--- config.mk ---
export PLATFORM = sky130hd
export DESIGN_NAME = iwb_bridge
export DESIGN_NICKNAME = d
export VERILOG_FILES = /design/src/rtl/iwb_pkg.sv /design/src/rtl/iwb_mode_reg.sv /design/src/rtl/iwb_addr_ptr.sv /design/src/rtl/iwb_bridge.sv
export SDC_FILE = /design/constraint.sdc
export NUM_CORES = 1
export LEC_CHECK = 0
export ABC_AREA = 1
export BUFFER_PORTS_ARGS = -buffer_cell sky130_fd_sc_hd__buf_4
export CAP_MARGIN = 25
export CORE_MARGIN = 4
export CORE_UTILIZATION = 45
export CTS_BUF_LIST = sky130_fd_sc_hd__clkbuf_2 sky130_fd_sc_hd__clkbuf_4 sky130_fd_sc_hd__clkbuf_8
export CTS_CLUSTER_DIAMETER = 100
export DETAILED_ROUTE_END_ITERATION = 7
export PLACE_DENSITY = 0.78
export SLEW_MARGIN = 20
export SYNTH_ARGS = -nofsm -noshare
export SYNTH_HDL_FRONTEND = slang
export SYNTH_SLANG_ARGS = --single-unit
--- constraint.sdc ---
create_clock -name clk_i -period 3.16 [get_ports clk_i]
set_input_delay 0.632 -clock clk_i [delete_from_list [all_inputs] [get_ports clk_i]]
set_output_delay 0.632 -clock clk_i [all_outputs]
set_load 0.01 [all_outputs]
--- src/rtl/iwb_pkg.sv ---
package iwb_pkg;
  typedef enum logic [1:0] {
    OFF_MODE    = 2'd0,
    OFF_ADDR_HI = 2'd1,
    OFF_ADDR_LO = 2'd2,
    OFF_DATA    = 2'd3
  } win_off_e;

  localparam int MB_SOFT_RST = 7;
  localparam int MB_PING_BLK = 4;
  localparam int MB_AUTO_INC = 1;
  localparam int MB_INDIRECT = 0;
endpackage

--- src/rtl/iwb_mode_reg.sv ---
module iwb_mode_reg
  import iwb_pkg::*;
#(
  parameter int DATA_W     = 8,
  parameter int RST_CYCLES = 3
) (
  input  logic              clk_i,
  input  logic              rst_ni,
  input  logic              wr_i,
  input  logic [DATA_W-1:0] wdata_i,
  output logic [DATA_W-1:0] mode_o,
  output logic              busy_o,
  output logic              done_o
);
  localparam int CNT_W = $clog2(RST_CYCLES + 1);

  logic [DATA_W-1:0] mode_q;
  logic [CNT_W-1:0]  cnt_q;

  always_ff @(posedge clk_i or negedge rst_ni) begin
    if (!rst_ni) begin
      mode_q <= '0;
      cnt_q  <= '0;
    end else if (cnt_q != '0) begin
      cnt_q <= cnt_q - 1'b1;
      if (cnt_q == CNT_W'(1)) mode_q <= '0;
    end else if (wr_i) begin
      mode_q <= wdata_i;
      if (wdata_i[MB_SOFT_RST]) cnt_q <= CNT_W'(RST_CYCLES);
    end
  end

  assign mode_o = mode_q;
  assign busy_o = (cnt_q != '0);
  assign done_o = (cnt_q == CNT_W'(1));
endmodule

--- src/rtl/iwb_addr_ptr.sv ---
module iwb_addr_ptr #(
  parameter int ADDR_W = 15,
  localparam int HI_W  = ADDR_W - 8
) (
  input  logic              clk_i,
  input  logic              rst_ni,
  input  logic              clr_i,
  input  logic              hi_we_i,
  input  logic              lo_we_i,
  input  logic [HI_W-1:0]   hi_i,
  input  logic [7:0]        lo_i,
  input  logic              inc_i,
  output logic [ADDR_W-1:0] addr_o
);
  logic [ADDR_W-1:0] addr_q;

  always_ff @(posedge clk_i or negedge rst_ni) begin
    if (!rst_ni)      addr_q <= '0;
    else if (clr_i)   addr_q <= '0;
    else if (hi_we_i) addr_q[ADDR_W-1:8] <= hi_i;
    else if (lo_we_i) addr_q[7:0] <= lo_i;
    else if (inc_i)   addr_q <= addr_q + 1'b1; // natural wrap at 2^ADDR_W
  end

  assign addr_o = addr_q;
endmodule

--- src/rtl/iwb_bridge.sv ---
module iwb_bridge
  import iwb_pkg::*;
#(
  parameter int ADDR_W     = 15,
  parameter int DATA_W     = 8,
  parameter int RST_CYCLES = 3
) (
  input  logic              clk_i,
  input  logic              rst_ni,
  input  logic              host_sel_i,
  input  logic              host_we_i,
  input  logic [1:0]        host_off_i,
  input  logic [DATA_W-1:0] host_wdata_i,
  output logic [DATA_W-1:0] host_rdata_o,
  output logic              mem_req_o,
  output logic              mem_we_o,
  output logic [ADDR_W-1:0] mem_addr_o,
  output logic [DATA_W-1:0] mem_wdata_o,
  input  logic [DATA_W-1:0] mem_rdata_i,
  output logic              core_rst_o,
  output logic              ping_block_o
);
  localparam int HI_W = ADDR_W - 8;

  logic [DATA_W-1:0] mode_q;
  logic              busy, done, indirect, auto_inc;
  logic              wr_ok, data_acc;
  logic [ADDR_W-1:0] addr_q;
  win_off_e          off;

  assign off      = win_off_e'(host_off_i);
  assign indirect = mode_q[MB_INDIRECT];
  assign auto_inc = mode_q[MB_AUTO_INC];
  assign wr_ok    = host_sel_i && host_we_i && !busy;
  assign data_acc = host_sel_i && (off == OFF_DATA) && indirect && !busy;

  iwb_mode_reg #(.DATA_W(DATA_W), .RST_CYCLES(RST_CYCLES)) u_mode (
    .clk_i   (clk_i),
    .rst_ni  (rst_ni),
    .wr_i    (wr_ok && off == OFF_MODE),
    .wdata_i (host_wdata_i),
    .mode_o  (mode_q),
    .busy_o  (busy),
    .done_o  (done)
  );

  iwb_addr_ptr #(.ADDR_W(ADDR_W)) u_ptr (
    .clk_i   (clk_i),
    .rst_ni  (rst_ni),
    .clr_i   (done),
    .hi_we_i (wr_ok && indirect && off == OFF_ADDR_HI),
    .lo_we_i (wr_ok && indirect && off == OFF_ADDR_LO),
    .hi_i    (host_wdata_i[HI_W-1:0]),
    .lo_i    (host_wdata_i[7:0]),
    .inc_i   (data_acc && auto_inc),
    .addr_o  (addr_q)
  );

  always_comb begin
    host_rdata_o = '0;
    if (host_sel_i && !host_we_i) begin
      unique case (off)
        OFF_MODE:    host_rdata_o = mode_q;
        OFF_ADDR_HI: if (indirect) host_rdata_o = DATA_W'(addr_q >> 8);
        OFF_ADDR_LO: if (indirect) host_rdata_o = DATA_W'(addr_q[7:0]);
        OFF_DATA:    if (data_acc) host_rdata_o = mem_rdata_i;
        default:     host_rdata_o = '0;
      endcase
    end
  end

  assign mem_req_o    = data_acc;
  assign mem_we_o     = data_acc && host_we_i;
  assign mem_addr_o   = addr_q;
  assign mem_wdata_o  = host_wdata_i;
  assign core_rst_o   = busy;
  assign ping_block_o = mode_q[MB_PING_BLK];
endmodule

Yosys cells after proc, flatten, opt, wreduce, memory -nomap -nowiden:

Cells that the tools add are included.

* bits in registers: 25
* word-level logic and storage cells: 54
* input port bits: 22

* muxes and demuxes: 17
* equality and inequality tests: 7
* reductions and logical operators: 24
* $add $sub $neg: 2

Operator list (number)
* $mux 8: 8
* $pmux 8 s4: 1
* $mux 15: 2
* $mux 7: 3
* $add 15x1->15 const B: 1
* $logic_and 1x1->1: 12
* $reduce_and 2->1: 4
* $mux 2: 3
* $reduce_bool 2->1: 3
* $reduce_bool 3->1: 2
* $eq 2x1->1 const B: 2
* $eq 2x2->1 const B: 2
* $ne 3x2->1 const B: 1
* $logic_not 1->1: 2
* $logic_not 2->1: 1
* $ne 2x1->1 const B: 1
* $ne 2x2->1 const B: 1
* $sub 2x1->2 const B: 1

Longest topological paths before layout:

Gate-level depths: netlist of run 1.

* depth after elaboration: 9
* gate-level depth with buffers: 10

Modules after synthesis:

From an unflattened synthesis of run 1, not the netlist that was laid out.

* cells, all modules: 318
* area total of the unflattened synthesis: 2045.7 um2

Modules (own cells, without submodules)
* iwb_addr_ptr: area each 1101.1 um2, cells each 168, times used 1, seq. area each 375.4 um2
* iwb_bridge: area each 496.7 um2, cells each 99, times used 1, seq. area each 0.0 um2
* iwb_mode_reg: area each 447.9 um2, cells each 51, times used 1, seq. area each 250.2 um2

Worst setup path after synthesis of run 1:

OpenSTA, ideal clock, no wires.

* kind: reg2out
* start: reg u_mode.cnt_q[0]
* end: out host_rdata_o[0]
* cell stages (with the launch flop): 7
* slack: 1.227 ns
* arrival time: 1.301 ns
* buffers on the path: 0
* data required time: 2.528 ns
* path through: dfrtp_1 -> inv_1 -> ha_1 -> nand2_4 -> nor2_8 -> nand2_1 -> a21oi_1

* cells in the longest elaborated chain, start to end: 6

Ends and longest elaborated chain
* start: declaration: RTL line iwb_mode_reg.sv:18 `logic [CNT_W-1:0] cnt_q;`
* start signal: assignment: RTL line iwb_mode_reg.sv:25 `cnt_q <= cnt_q - 1'b1;`
* start signal: assignment: RTL line iwb_mode_reg.sv:29 `if (wdata_i[MB_SOFT_RST]) cnt_q <= CNT_W'(RST_CYCLES);`
* $reduce_bool 2->1: RTL line iwb_mode_reg.sv:34 `assign busy_o = (cnt_q != '0);`
* $logic_not 1->1: RTL line iwb_bridge.sv:35 `assign data_acc = host_sel_i && (off == OFF_DATA) && indirect && !busy;`
* $logic_and 1x1->1: RTL line iwb_bridge.sv:35
* net mem_req_o: RTL line iwb_bridge.sv:15 `output logic mem_req_o,`
* $mux 8: RTL line iwb_bridge.sv:66 `OFF_DATA: if (data_acc) host_rdata_o = mem_rdata_i;`
* $pmux 8 s4: RTL line iwb_bridge.sv:62 `unique case (off)`
* $mux 8: RTL line iwb_bridge.sv:61 `if (host_sel_i && !host_we_i) begin`
* end: declaration: RTL line iwb_bridge.sv:14 `output logic [DATA_W-1:0] host_rdata_o,`

The timed path passes the listed nets, and every way through them passes these cells.

Worst setup path after layout of run 1:

* start: reg u_mode.cnt_q[0]
* end: out host_rdata_o[2]

* cells in the longest elaborated chain, start to end: 6

Ends and longest elaborated chain (RTL line)
* $reduce_bool 2->1: iwb_mode_reg.sv:34
* $logic_not 1->1: iwb_bridge.sv:35
* $logic_and 1x1->1: iwb_bridge.sv:35
* $mux 8: iwb_bridge.sv:66
* $pmux 8 s4: iwb_bridge.sv:62
* $mux 8: iwb_bridge.sv:61

No other way between the ends.

==> results of run 1 <==
-- registers in the layout, indices dropped and copies added, names as in the netlist --
signal         count
u_mode.mode_o      8
u_mode.cnt_q       2
u_ptr.addr_o      15
-- power by group --
group / leakage (nW) / switching (W) / total [W] / internal (W)
clock network: 0.0255 / 0.000111 / 0.000199 / 0.0000885
registers: 0.344 / 0.0000288 / 0.000384 / 0.000355
logic: 0.970 / 0.000200 / 0.000309 / 0.000109
total: 1.34 / 0.000339 / 0.000892 / 0.000552
-- worst max path at each step --
stage	cells past startpoint	from	slack [ns]	endpoint
floorplan	6	u_mode.cnt_q[0]	1.23	host_rdata_o[0]
global placement	7	host_off_i[0]	0.90	host_rdata_o[6]
detailed placement	7	host_off_i[0]	0.85	host_rdata_o[6]
CTS	9	u_mode.cnt_q[0]	0.67	host_rdata_o[2]
global route	9	u_mode.cnt_q[0]	0.55	host_rdata_o[2]
finish	9	u_mode.cnt_q[0]	0.68	host_rdata_o[2]
-- synth_stat cells --
| master | count | area, um2 |
|---|---|---|
| sky130_fd_sc_hd__nand3_4 | 1 | 17.5 |
| sky130_fd_sc_hd__nor3_1 | 1 | 5.00 |
| sky130_fd_sc_hd__nor2_1 | 23 | 86.3 |
| sky130_fd_sc_hd__nand3_2 | 2 | 20.0 |
| sky130_fd_sc_hd__nand3_1 | 27 | 135 |
| sky130_fd_sc_hd__nand2_4 | 3 | 33.8 |
| sky130_fd_sc_hd__inv_1 | 45 | 169 |
| sky130_fd_sc_hd__o22ai_1 | 12 | 75.1 |
| sky130_fd_sc_hd__clkbuf_1 | 1 | 3.75 |
| sky130_fd_sc_hd__buf_6 | 1 | 11.3 |
| sky130_fd_sc_hd__a31oi_1 | 1 | 6.26 |
| sky130_fd_sc_hd__nand2_2 | 5 | 31.3 |
| sky130_fd_sc_hd__clkinv_2 | 1 | 5.00 |
| sky130_fd_sc_hd__a21oi_2 | 1 | 8.76 |
| sky130_fd_sc_hd__buf_2 | 1 | 5.00 |
| sky130_fd_sc_hd__ha_1 | 3 | 37.5 |
| sky130_fd_sc_hd__o21ai_1 | 8 | 40.0 |
| sky130_fd_sc_hd__nand3b_1 | 3 | 22.5 |
| sky130_fd_sc_hd__nor2_2 | 3 | 18.8 |
| sky130_fd_sc_hd__o21ai_0 | 14 | 70.1 |
| sky130_fd_sc_hd__inv_2 | 6 | 22.5 |
| sky130_fd_sc_hd__dfrtp_1 | 25 | 626 |
| sky130_fd_sc_hd__nand2_1 | 93 | 349 |
| sky130_fd_sc_hd__a21oi_1 | 2 | 10.0 |
| sky130_fd_sc_hd__buf_4 | 8 | 60.1 |
| sky130_fd_sc_hd__nand4_1 | 4 | 25.0 |
| sky130_fd_sc_hd__nor2_8 | 2 | 40.0 |
| sky130_fd_sc_hd__o21ai_2 | 4 | 35.0 |
-- worst max-delay path, cell delays in order, from the launching register on --
cell and delay (ns):
sky130_fd_sc_hd__dfrtp_1 0.42, sky130_fd_sc_hd__inv_1 0.07, sky130_fd_sc_hd__ha_1 0.28, sky130_fd_sc_hd__nand2_4 0.14
sky130_fd_sc_hd__nor2_8 0.22, sky130_fd_sc_hd__nand2_1 0.09, sky130_fd_sc_hd__nand3_1 0.10, sky130_fd_sc_hd__o21ai_0 0.09
sky130_fd_sc_hd__inv_1 0.06, sky130_fd_sc_hd__buf_4 0.11
-- area by class of cell --
cell class	count	area (um2)	area share (%)
Clock buffer	3	41.3	1.71
Clock inverter	1	5.00	0.207
Inverter	52	196	8.12
Multi-Input combinational cell	212	1070	44.1
Sequential cell	25	626	25.9
Tap cell	50	62.6	2.59
Timing Repair Buffer	56	420	17.4
-- through the flow --
stage               std cells  util (%)  area (um2)  hold WS (ns)  power, W
floorplan                 300         -        1970         0.336  0.000597
global placement          395      57.6        2370         0.477  0.000693
detailed placement        395      57.6        2370         0.479  0.000698
CTS                       399      58.8        2420         0.261  0.000892
global route              399      58.8        2420         0.266  0.000941
finish                    399      58.8        2420         0.247  0.000892
-- routing by layer --
layer / global-route usage (%) / vias up / share of wire, % / wire length (um)
li1: - / 1041 / - / -
met5: 0 / - / 0 / 0
met1: 29.0 / 1033 / 43 / 2430
met4: 6.84 / 0 / 1.6 / 90
met2: 37.6 / 84 / 49 / 2780
met3: 2.97 / 11 / 6.6 / 373
-- kinds of logic (layout without fill, tap and decap cells) --
family / count (synthesis) / in the layout / share of synthesized area [%]
compound gates: 42 / 42 / 12.5
buf+inv: 63 / 112 / 14.0
flops: 25 / 25 / 31.8
fa+ha+maj: 3 / 3 / 1.91
simple gates: 167 / 167 / 39.8
==> results summary, run 1 <==
The post-route DRC violation count came out at 0. The worst setup slack after placement came out at 0.849 ns. The instance count of the mapped netlist is 300. The core outline area is 0.00412 mm2. The flow ran to the end, and the final reports show no timing, DRC or antenna violations.

The count of nets left with antenna violations after detail routing came out at 0. The H-tree depth is 1. The flop and latch count out of synthesis is 25. Once the floorplan was initialized, standard cells occupied 47.9% of the core. In this run, CTS created clock tree buffers numbering 3. The routed via count is 2169. Summed over all nets, the half-perimeter wirelength after detailed placement is 4510 um. The number of detailed-routing iterations run before antenna repair is 4. The count of unique library cells instantiated by Yosys came out at 28.

For this run the aggregate overflow at the end of global routing stands at 0. The area enclosed by the die boundary came out at 0.00550 mm2. The average routed wire per standard cell is 14.2 um. Clock-pin slew was measured on the worst setup and hold paths at 0.09 ns.

The maximum number of pins on one net before global-route repair is 26. The last weighted congestion value of the routability-driven placer came out at 0.934. The worst hold-check path type is in2async. From left edge to right edge, the die measures 74.2 um. The number of buffers inserted for hold repair after clock tree synthesis came out at 0. The share of the Yosys chip area taken by registers is 31.8%. The layout filler cell count is 415. Global routing used 22.1% of the available tracks. The static power due to leakage came out at 1.34 nW. The worst setup path is captured at an output port. The top-level port count came out at 57. The ratio of cells with drive above 1 in the final layout came out at 25.2%. The number of diodes is 0. The height of the die came out at 74.2 um. The netlist area before placement came out at 0.00197 mm2. The count of endpoints failing setup in the final report is 0. The library cell used most frequently in the layout, excluding fill and tap cells, is sky130_fd_sc_hd__nand2_1. The worst setup path is launched from a register.

The max-slew violation count was 0. The number of global-route vias before repair came out at 2075. Once the clock tree was built, the setup fixing pass inserted 0 buffers. Headroom to the max-slew limit came out at 69.8%.

In this run the register-to-register setup slack is 1.25 ns. The number of nets at the end of the flow came out at 375. The top cell types in the final layout, fill and taps aside, are sky130_fd_sc_hd__nand2_1 (93), sky130_fd_sc_hd__buf_4 (56), sky130_fd_sc_hd__inv_1 (45), sky130_fd_sc_hd__nand3_1 (27), sky130_fd_sc_hd__dfrtp_1 (25). The slack of the critical path came out at 0.675 ns. The clock root buffer is sky130_fd_sc_hd__clkbuf_8. The largest clock skew in the final design is 0.00371 ns. The clock latency reported for the late side of the worst-skew pair came out at 0.28 ns.

The number of cells on the worst reg-to-reg path is 10. TritonCTS built the clock tree. For this block, the initial DRC count from the detailed router was 224. The clock period could shrink to 2.48 ns. The number of gates resized after CTS was 0. The count of clock tree sinks is 25. The power density relative to cell area is 369 mW/mm2. The number of antenna violations at the first check in global routing was 0. The count of buffers inserted at the top-level ports is 56. The post-synthesis area per instance is 6.56 um2. The count of yosys warnings during synthesis is 0.

Setup repair after global routing left no endpoint under its margin. The number of nets in the synthesized netlist came out at 325. The worst-path maximum fanout came out at 10. The overall routed net length is 5670 um. In this run the critical register-to-register path is launched from u_mode.cnt_q[0].

The post-detailed-route via-to-cell ratio is 5.44. The post-synthesis to final-layout area growth is 22.8%. The setup TNS after final layout came out at 0 ns.

The post-route clock period utilization came out at 78.6%. The worst setup path is of the reg2out kind. The number of standard-cell rows in the floorplan came out at 23. Data arrives at the worst endpoint at 1.85 ns. In this run the critical register-to-register path is captured at u_ptr.addr_o[9]. The measured slew at the worst slew-check pin came out at 0.454 ns. The number of violations of the max-capacitance limit is 0. For the worst setup path, the data required time is 2.53 ns. The maximum clock frequency came out at 0.402 GHz. The final hold violation count is 0. The maximum resistive drop on vdd is 0.000254 V. The wire length of the first global-routing pass came out at 9500 um. The maximum number of buffers from clock root to sink came out at 2.
(Power assumes the default switching activity.)
==> run 2: changes to the inputs <==
--- a/config.mk
+++ b/config.mk
@@ -5,7 +5,7 @@
 export SDC_FILE = /design/constraint.sdc
 export NUM_CORES = 1
 export LEC_CHECK = 0
-export ABC_AREA = 1
+export ABC_AREA = 0
 export BUFFER_PORTS_ARGS = -buffer_cell sky130_fd_sc_hd__buf_4
 export CAP_MARGIN = 25
 export CORE_MARGIN = 4
@@ -13,7 +13,7 @@
 export CTS_BUF_LIST = sky130_fd_sc_hd__clkbuf_2 sky130_fd_sc_hd__clkbuf_4 sky130_fd_sc_hd__clkbuf_8
 export CTS_CLUSTER_DIAMETER = 100
 export DETAILED_ROUTE_END_ITERATION = 7
-export PLACE_DENSITY = 0.78
+export PLACE_DENSITY = 0.82
 export SLEW_MARGIN = 20
 export SYNTH_ARGS = -nofsm -noshare
 export SYNTH_HDL_FRONTEND = slang
==> constraint.sdc (replaced) <==
create_clock -name clk_i -period 2.2 [get_ports clk_i]
set_input_delay 0.44 -clock clk_i [delete_from_list [all_inputs] [get_ports clk_i]]
set_output_delay 0.44 -clock clk_i [all_outputs]
set_load 0.01 [all_outputs]
==> run 2 against run 1 <==
The run now ends with negative setup slack left. Largest cell class unchanged. Critical endpoint is now host_rdata_o[4]. Sequential power grew 44%. Global-route usage shrank 0.67 points. Via count shrank 18%. Largest power group unchanged. Wire length shrank 9.0%. Critical path depth shrank 2. Cell count shrank 25%. Clock power grew 38%. Utilization grew 3.1 points.
==> results summary, run 2 <==
The storage element area is 626 um2 (unchanged). The fraction of synthesized cell area taken by the top area cell type is 35.7% (+3.9 points). The maximum clock frequency came out at 0.452 GHz. The number of enable-type register cells in the synthesized netlist came out at 0 (unchanged). The last weighted congestion value of the routability-driven placer is 0.888 (-4.9%).

The cell type with the largest total area after synthesis is sky130_fd_sc_hd__dfrtp_1. The maximum number of buffers from clock root to sink is 2 (unchanged). The maximum number of pins on one net before global-route repair is 26 (unchanged). The flip-flop count of the largest register, all copies and words added is 15 (unchanged).

The fraction of synthesis flops using an asynchronous set or reset pin is 100% (unchanged). The height of the die was 70.4 um (-5.0%). From synthesis to final layout, the design area changed by 31.1%. The post-route DRC violation count came to 0 (unchanged). The ratio of cells with drive above 1 in the final layout was 35.6% (+10 points). The worst hold slack came out at 0.0578 ns (-0.189 ns). The post-detailed-route via-to-cell ratio is 5.91 (+8.7%).

The count of yosys warnings during synthesis is 0 (unchanged). The slack of the critical path came to -0.0145 ns (-0.690 ns). The number of detailed-routing iterations run before antenna repair was 5 (+1).

The post-synthesis area per instance came out at 8.95 um2 (+36%). By startpoint and endpoint, the worst setup path is classified as reg2out. The worst setup slack after placement was 0.0296 ns (-0.820 ns). The count of clock tree sinks was 25 (unchanged). The tree is rooted in a sky130_fd_sc_hd__clkbuf_8. The count of endpoints failing setup in the final report came out at 1 (+1). Counting I/O delays and the setup requirement, the final critical path takes 2.21 ns. The overall routed net length is 5160 um (-9.0%). The flop and latch count out of synthesis came out at 25 (unchanged). The final hold violation count is 0 (unchanged). The CTS tree is done. The count of nets left with antenna violations after detail routing came out at 0 (unchanged). The number of standard-cell rows in the floorplan came out at 22 (-4.3%). The largest clock skew in the final design came to 0.00404 ns (+0.000330 ns). The instance count of the mapped netlist came out at 196 (-35%).

The capturing element type of the critical path is an output port. The static power due to leakage came out at 1.03 nW (-23%). Leaving out fill and tap cells, the most frequent cell in the layout is sky130_fd_sc_hd__buf_4. The measured slew at the worst slew-check pin is 0.421 ns (-0.0326 ns). The worst hold path belongs to the class in2async. The global route total overflow came out at 0 (unchanged). The worst-path maximum fanout is 8 (-2). The number of diodes came to 0 (unchanged). The H-tree depth is 1 (unchanged). The worst setup path is launched from a register. The arrival time at the worst endpoint came out at 1.77 ns (-0.08 ns). The number of buffers inserted for hold repair after clock tree synthesis is 0 (unchanged). The placed wire-length estimate after detailed placement is 3860 um (-14%). The effective utilization at floorplan is 47.2% (-0.65 points). The post-route clock period utilization came out at 101%. In the post-synthesis netlist, the cell with the most instances is sky130_fd_sc_hd__dfrtp_1. Setup repair after global routing could not meet its margin everywhere. The horizontal die dimension is 70.4 um (-5.0%). The area of the multi-input gates came to 997 um2 (-6.6%). The max-slew violation count is 0 (unchanged). The final reports fail on negative setup slack. The maximum resistive drop on vdd was 0.000312 V (+22%). The netlist area before placement is 0.00175 mm2 (-11%).

By area the synthesized netlist is led by sky130_fd_sc_hd__dfrtp_1 (36%), sky130_fd_sc_hd__nand3_1 (4.9%), sky130_fd_sc_hd__nor2_1 (4.5%), sky130_fd_sc_hd__buf_4 (3.9%), sky130_fd_sc_hd__a222oi_1 (3.4%). The total track usage came out at 21.4% (-0.67 points). The core outline area is 0.00372 mm2 (-9.7%). The number of global-route vias before repair is 1725 (-17%). The clock latency reported for the late side of the worst-skew pair came out at 0.27 ns (about the same). For this run, the leading register cell type out of synthesis is sky130_fd_sc_hd__dfrtp_1. The clock buffer count from CTS is 3 (unchanged). The number of nets in the synthesized netlist came out at 221 (-32%). The data required time of the critical path came out at 1.76 ns (-0.77 ns). The top cell types in the final layout, fill and taps aside, are sky130_fd_sc_hd__buf_4 (70), sky130_fd_sc_hd__dfrtp_1 (25), sky130_fd_sc_hd__nor2_1 (21), sky130_fd_sc_hd__nand3_1 (17). The count of buffers inserted at the top-level ports was 56 (unchanged). The top-level port count was 57 (unchanged).

The area enclosed by the die boundary came to 0.00496 mm2 (-9.8%). The number of violations of the max-capacitance limit came out at 0 (unchanged). The routed via count came out at 1779 (-18%). The sequential element share of the synthesized area is 35.7% (+3.9 points).

The layout filler cell count is 342 (-18%). The average routed wire per standard cell was 17.1 um (+21%). The number of antenna violations at the first check in global routing came out at 0 (unchanged). The power density relative to cell area came out at 581 mW/mm2 (+58%). The number of nets at the end of the flow was 279 (-26%). The worst max-slew margin expressed relative to the limit came out at 71.8% (+2.1 points).

The run finished, with violations left. The count of unique library cells instantiated by Yosys came out at 46 (+64%). The wire length of the first global-routing pass is 8700 um (-8.4%).

The share of the core filled with cells in the final layout is 61.9% (+3.1 points). The clock transition at the registers of the reported paths came to 0.09 ns (about the same). After synthesis, the most frequently instantiated cells are sky130_fd_sc_hd__dfrtp_1 (25), sky130_fd_sc_hd__nor2_1 (21), sky130_fd_sc_hd__nand3_1 (17).

The count of routing violations after the opening detailed-route iteration is 125 (-44%).
-- run 2: cell count changes in the layout (fill, tap and decap cells not counted), sizes merged, moves of 8 or more --
cell / delta
buf: +14
o22ai: -11
o21ai: -15
inv: -39
a211oi: +8
nand3: -9
nand2: -95
-- run 2: repair_timing --
item / in CTS / in global routing
setup buffers: 3 / 2
endpoints found under the setup margin: 9 / 9
resized for setup: 5 / 0
pin swaps: 5 / 3
-- run 2: power by group --
part,switching (W),internal (W)
Combinational,0.000280,0.000227
Clock,0.000148,0.000127
Sequential,0.0000386,0.000514
Total,0.000467,0.000868
-- run 2: layer usage --
layer / GRT usage [%] / part of all wire, % / wire, um / vias up
met3: 3.31 / 8.1 / 416 / 8
li1: - / - / - / 843
met4: 5.53 / 1.1 / 56 / 0
met2: 34.9 / 48 / 2460 / 86
met1: 29.4 / 43 / 2230 / 842
met5: 0 / 0 / 0 / -
-- run 2: kinds of logic after synthesis --
kind of cell / after synthesis / synth area share, %
and+or+nand+nor: 80 / 26.8
AOI/OAI and AO/OA: 49 / 21.4
buffers and inverters: 29 / 8.70
DFF: 25 / 35.7
xor gates and xnor gates: 7 / 3.50
muxes: 3 / 1.78
adders and majority gates: 3 / 2.14
-- run 2: stage by stage --
stage	area, um2	std cells	power (W)	setup TNS (ns)
global placement	2200	292	0.000975	0
finish	2300	301	0.00134	-0.0145
detailed placement	2200	292	0.000991	0
CTS	2280	299	0.00131	0
floorplan	1760	196	0.000807	0
global route	2300	301	0.00142	-0.590
-- run 2: layout make-up --
| type | instances | share of cell area, % |
|---|---|---|
| Multi-Input combinational cell | 142 | 43.4 |
| Clock inverter | 1 | 0.218 |
| Timing Repair Buffer | 70 | 22.9 |
| Inverter | 12 | 1.96 |
| Tap cell | 48 | 2.61 |
| Sequential cell | 25 | 27.2 |
| Clock buffer | 3 | 1.80 |
-- run 2: final timing paths --
kind / startpoint / to / slack, ns / cells after the start
worst min register to register: u_mode.mode_o[7] / u_mode.mode_o[7] / 0.51 / 2
worst min-delay path: rst_ni / u_mode.mode_o[7] / 0.06 / 1
worst max register to register: u_mode.cnt_q[1] / u_ptr.addr_o[12] / 0.04 / 8
max in group asynchronous: rst_ni / u_mode.mode_o[3] / 1.89 / 1
worst max-delay path: u_mode.cnt_q[0] / host_rdata_o[4] / -0.01 / 7
min in group clk_i: host_wdata_i[6] / u_mode.mode_o[6] / 0.44 / 3
-- run 2: critical path: stages, from the launching register on --
cell and delay [ns]:
sky130_fd_sc_hd__dfrtp_1 0.38, sky130_fd_sc_hd__inv_2 0.07, sky130_fd_sc_hd__ha_4 0.16, sky130_fd_sc_hd__and3_4 0.14
sky130_fd_sc_hd__and3_4 0.17, sky130_fd_sc_hd__a222oi_1 0.35, sky130_fd_sc_hd__nor2_1 0.09, sky130_fd_sc_hd__buf_4 0.15
==> run 3: changes to the inputs <==
--- a/config.mk
+++ b/config.mk
@@ -8,6 +8,7 @@
 export ABC_AREA = 0
 export BUFFER_PORTS_ARGS = -buffer_cell sky130_fd_sc_hd__buf_4
 export CAP_MARGIN = 25
+export CORE_ASPECT_RATIO = 0.8
 export CORE_MARGIN = 4
 export CORE_UTILIZATION = 45
 export CTS_BUF_LIST = sky130_fd_sc_hd__clkbuf_2 sky130_fd_sc_hd__clkbuf_4 sky130_fd_sc_hd__clkbuf_8
==> run 3 against run 2 <==
The flow still finishes with violations (negative setup slack). First-iteration DRC count up 140%. Sequential power up 0.9%. Critical path depth unchanged. Critical endpoint is now host_rdata_o[5]. Worst setup slack worse by 0.23 ns. Sequential share of layout area down 0.42 points. Wire length up 9.6%. Critical path type unchanged. Cell count up 3.0%.
==> results summary, run 3 (synthesis gave the netlist of run 2 again) <==
The average routed wire per standard cell is 18.3 um (+6.5%). The count of buffers inserted at the top-level ports came out at 56 (unchanged). The placed wire-length estimate after detailed placement is 4070 um (+5.4%).

The number of detailed-routing iterations run before antenna repair came to 7 (+2). The area after detailed placement is 0.00220 mm2 (about the same). The checks that failed: negative setup slack. The time the final worst path needs with I/O delays and setup came out at 2.44 ns (+0.229 ns). The last weighted congestion value of the routability-driven placer is 0.990 (+12%). The finished layout cell area is 0.00234 mm2 (+1.6%). The final hold violation count is 0 (unchanged).

The number of standard-cell rows in the floorplan is 20 (-9.1%). The tree is rooted in a sky130_fd_sc_hd__clkbuf_8. The number of violations of the max-capacitance limit came to 0 (unchanged). The run finished, with violations left.

The switching power came out at 0.000508 W (+8.8%). The maximum number of pins on one net before global-route repair came out at 26 (unchanged). The area enclosed by the die boundary was 0.00497 mm2 (+0.13%).

The commonest non-fill, non-tap cell in the layout is sky130_fd_sc_hd__buf_4. The routed via count was 1855 (+4.3%). The total track usage is 22.8% (+1.4 points). The maximum number of buffers from clock root to sink came out at 2 (unchanged).

The worst setup path is of the reg2out kind. The ratio of cells with drive above 1 in the final layout is 36.9% (+1.3 points). The cell internal power dissipation was 0.000891 W (+2.6%). The count of clock tree sinks came out at 25 (unchanged). The global routing met3 resource utilization is 4.51% (+1.2 points). The post-detailed-route via-to-cell ratio came out at 5.98 (+1.2%). The clock buffer count from CTS is 3 (unchanged). The largest clock skew in the final design came out at 0.00859 ns (+0.00455 ns). The data required time of the critical path came out at 1.76 ns (about the same). The power density relative to cell area came out at 599 mW/mm2 (+3.1%). The slack of the critical path came out at -0.243 ns (-0.229 ns). The worst setup path is launched from a register.

The clock latency reported for the late side of the worst-skew pair came out at 0.29 ns (+0.02 ns). TritonCTS built the clock tree. From synthesis to final layout, the design area changed by 33.2%. The count of endpoints failing setup in the final report came out at 6 (+5). The switching share of power came out at 36.3% (+1.4 points). The share of power burned in the clock network is 21.9% (+1.3 points). The count of routing violations after the opening detailed-route iteration is 295 (+140%).

The maximum clock frequency came to 0.409 GHz (-9.4%). The global routing met2 resource utilization came out at 33.1% (-1.8 points). The max-slew violation count was 0 (unchanged). The height of the die was 63.8 um (-9.4%). The top-level port count came to 57 (unchanged). The post-route DRC violation count is 0 (unchanged). The setup TNS after final layout was -0.457 ns (-0.442 ns). The share of the core filled with cells in the final layout is 61.8% (-0.064 points). The global route total overflow was 0 (unchanged). The number of diodes is 0 (unchanged). The number of buffers inserted for hold repair after clock tree synthesis came to 0 (unchanged).

The count of nets left with antenna violations after detail routing came out at 0 (unchanged). The share of power burned in combinational logic came out at 38.2% (+0.2 points). The layer flagged by global routing as most heavily used is met1. The worst-path maximum fanout was 5 (-3). In the layout the commonest cells are sky130_fd_sc_hd__buf_4 (71), sky130_fd_sc_hd__dfrtp_1 (25), sky130_fd_sc_hd__nor2_1 (21), sky130_fd_sc_hd__nand3_1 (17), sky130_fd_sc_hd__o21ai_0 (11).

The core outline area came out at 0.00378 mm2 (+1.7%). The arrival time at the worst endpoint came out at 2.00 ns (+0.23 ns). The number of antenna violations at the first check in global routing was 0 (unchanged). The sequential group share of total power is 39.9% (-1.5 points). The post-route clock period utilization was 111% (+10 points). The static power due to leakage is 1.04 nW (+0.70%).

The number of global-route vias before repair came out at 1714 (-0.64%). STA classifies the critical path endpoint as an output port. The effective utilization at floorplan came to 46.4% (-0.78 points). The worst max-slew margin expressed relative to the limit came out at 68.6% (-3.3 points).

The maximum resistive drop on vdd is 0.000258 V (-17%). The min-delay analysis places its worst path in the category in2async. The overall routed net length came out at 5660 um (+9.6%). The global-route met1 utilization came out at 33.3% (+3.9 points).

The clock transition at the registers of the reported paths came out at 0.10 ns (about the same). The number of nets at the end of the flow is 281 (+0.72%). The H-tree depth was 1 (unchanged). The measured slew at the worst slew-check pin is 0.471 ns (+0.0498 ns).

The flip-flop count of the largest register, all copies and words added is 15 (unchanged). Setup repair after global routing could not meet its margin everywhere. The horizontal die dimension is 77.8 um (+10%). The wire length of the first global-routing pass came out at 8910 um (+2.4%).
## run 3: critical path, cell delays in order, from the launching register on
cell                       delay (ns)
sky130_fd_sc_hd__dfrtp_1         0.39
sky130_fd_sc_hd__inv_2           0.07
sky130_fd_sc_hd__ha_4            0.16
sky130_fd_sc_hd__and3_4          0.18
sky130_fd_sc_hd__and3_4          0.17
sky130_fd_sc_hd__a222oi_1        0.44
sky130_fd_sc_hd__nor2_1          0.14
sky130_fd_sc_hd__buf_4           0.17
## run 3: metrics by stage
step                      cells  worst slack (ns)  power (W)  hold slack, ns
after floorplan             196            0.0349   0.000807           0.144
after global placement      298             0.126   0.000975           0.362
after detailed placement    298            0.0858   0.000992           0.368
after CTS                   306           0.00287    0.00134          0.0508
after global routing        310            -0.289    0.00147          0.0598
final                       310            -0.243    0.00140          0.0432
## run 3: worst paths after layout
check                                  from               end  slack, ns  cells past startpoint
min in group clk_i          host_wdata_i[4]  u_mode.mode_o[4]       0.43                      3
hold / removal                       rst_ni  u_ptr.addr_o[14]       0.04                      1
setup reg to reg            u_mode.cnt_q[0]  u_ptr.addr_o[12]       0.05                      8
hold reg to reg            u_mode.mode_o[2]  u_mode.mode_o[2]       0.52                      2
setup / recovery            u_mode.cnt_q[0]   host_rdata_o[5]      -0.24                      7
max in group asynchronous            rst_ni  u_ptr.addr_o[11]       1.90                      1
## run 3: cell type report
class / count / area, um2
clock buffer: 3 / 41.3
clock inverter: 1 / 8.76
fill: 318 / 1440
inverter: 12 / 45.0
multi-input combinational: 143 / 1010
sequential: 25 / 626
tap: 55 / 68.8
timing repair buffer: 71 / 533
## run 3: power by group through the flow
stage / Sequential, W / Combinational, W / Clock [W]
5_1_grt: 0.000565 / 0.000576 / 0.000327
6_report: 0.000558 / 0.000535 / 0.000306
3_3_place_gp: 0.000559 / 0.000416 / 0
4_1_cts: 0.000554 / 0.000478 / 0.000307
3_5_place_dp: 0.000562 / 0.000430 / 0
2_1_floorplan: 0.000555 / 0.000252 / 0
## run 3: metal layers
layer  up-vias  routed length [um]
met3        17                 620
li1        855                   -
met5         -                   0
met4         0                 134
met1       870                2350
met2       113                2560
## run 3: repair_timing
item / CTS / global route
endpoints found under the setup margin: 9 / 6
gates cloned: 1 / 0
buffers inserted: 3 / 4
resized for setup: 6 / 2
pin swaps: 8 / 11
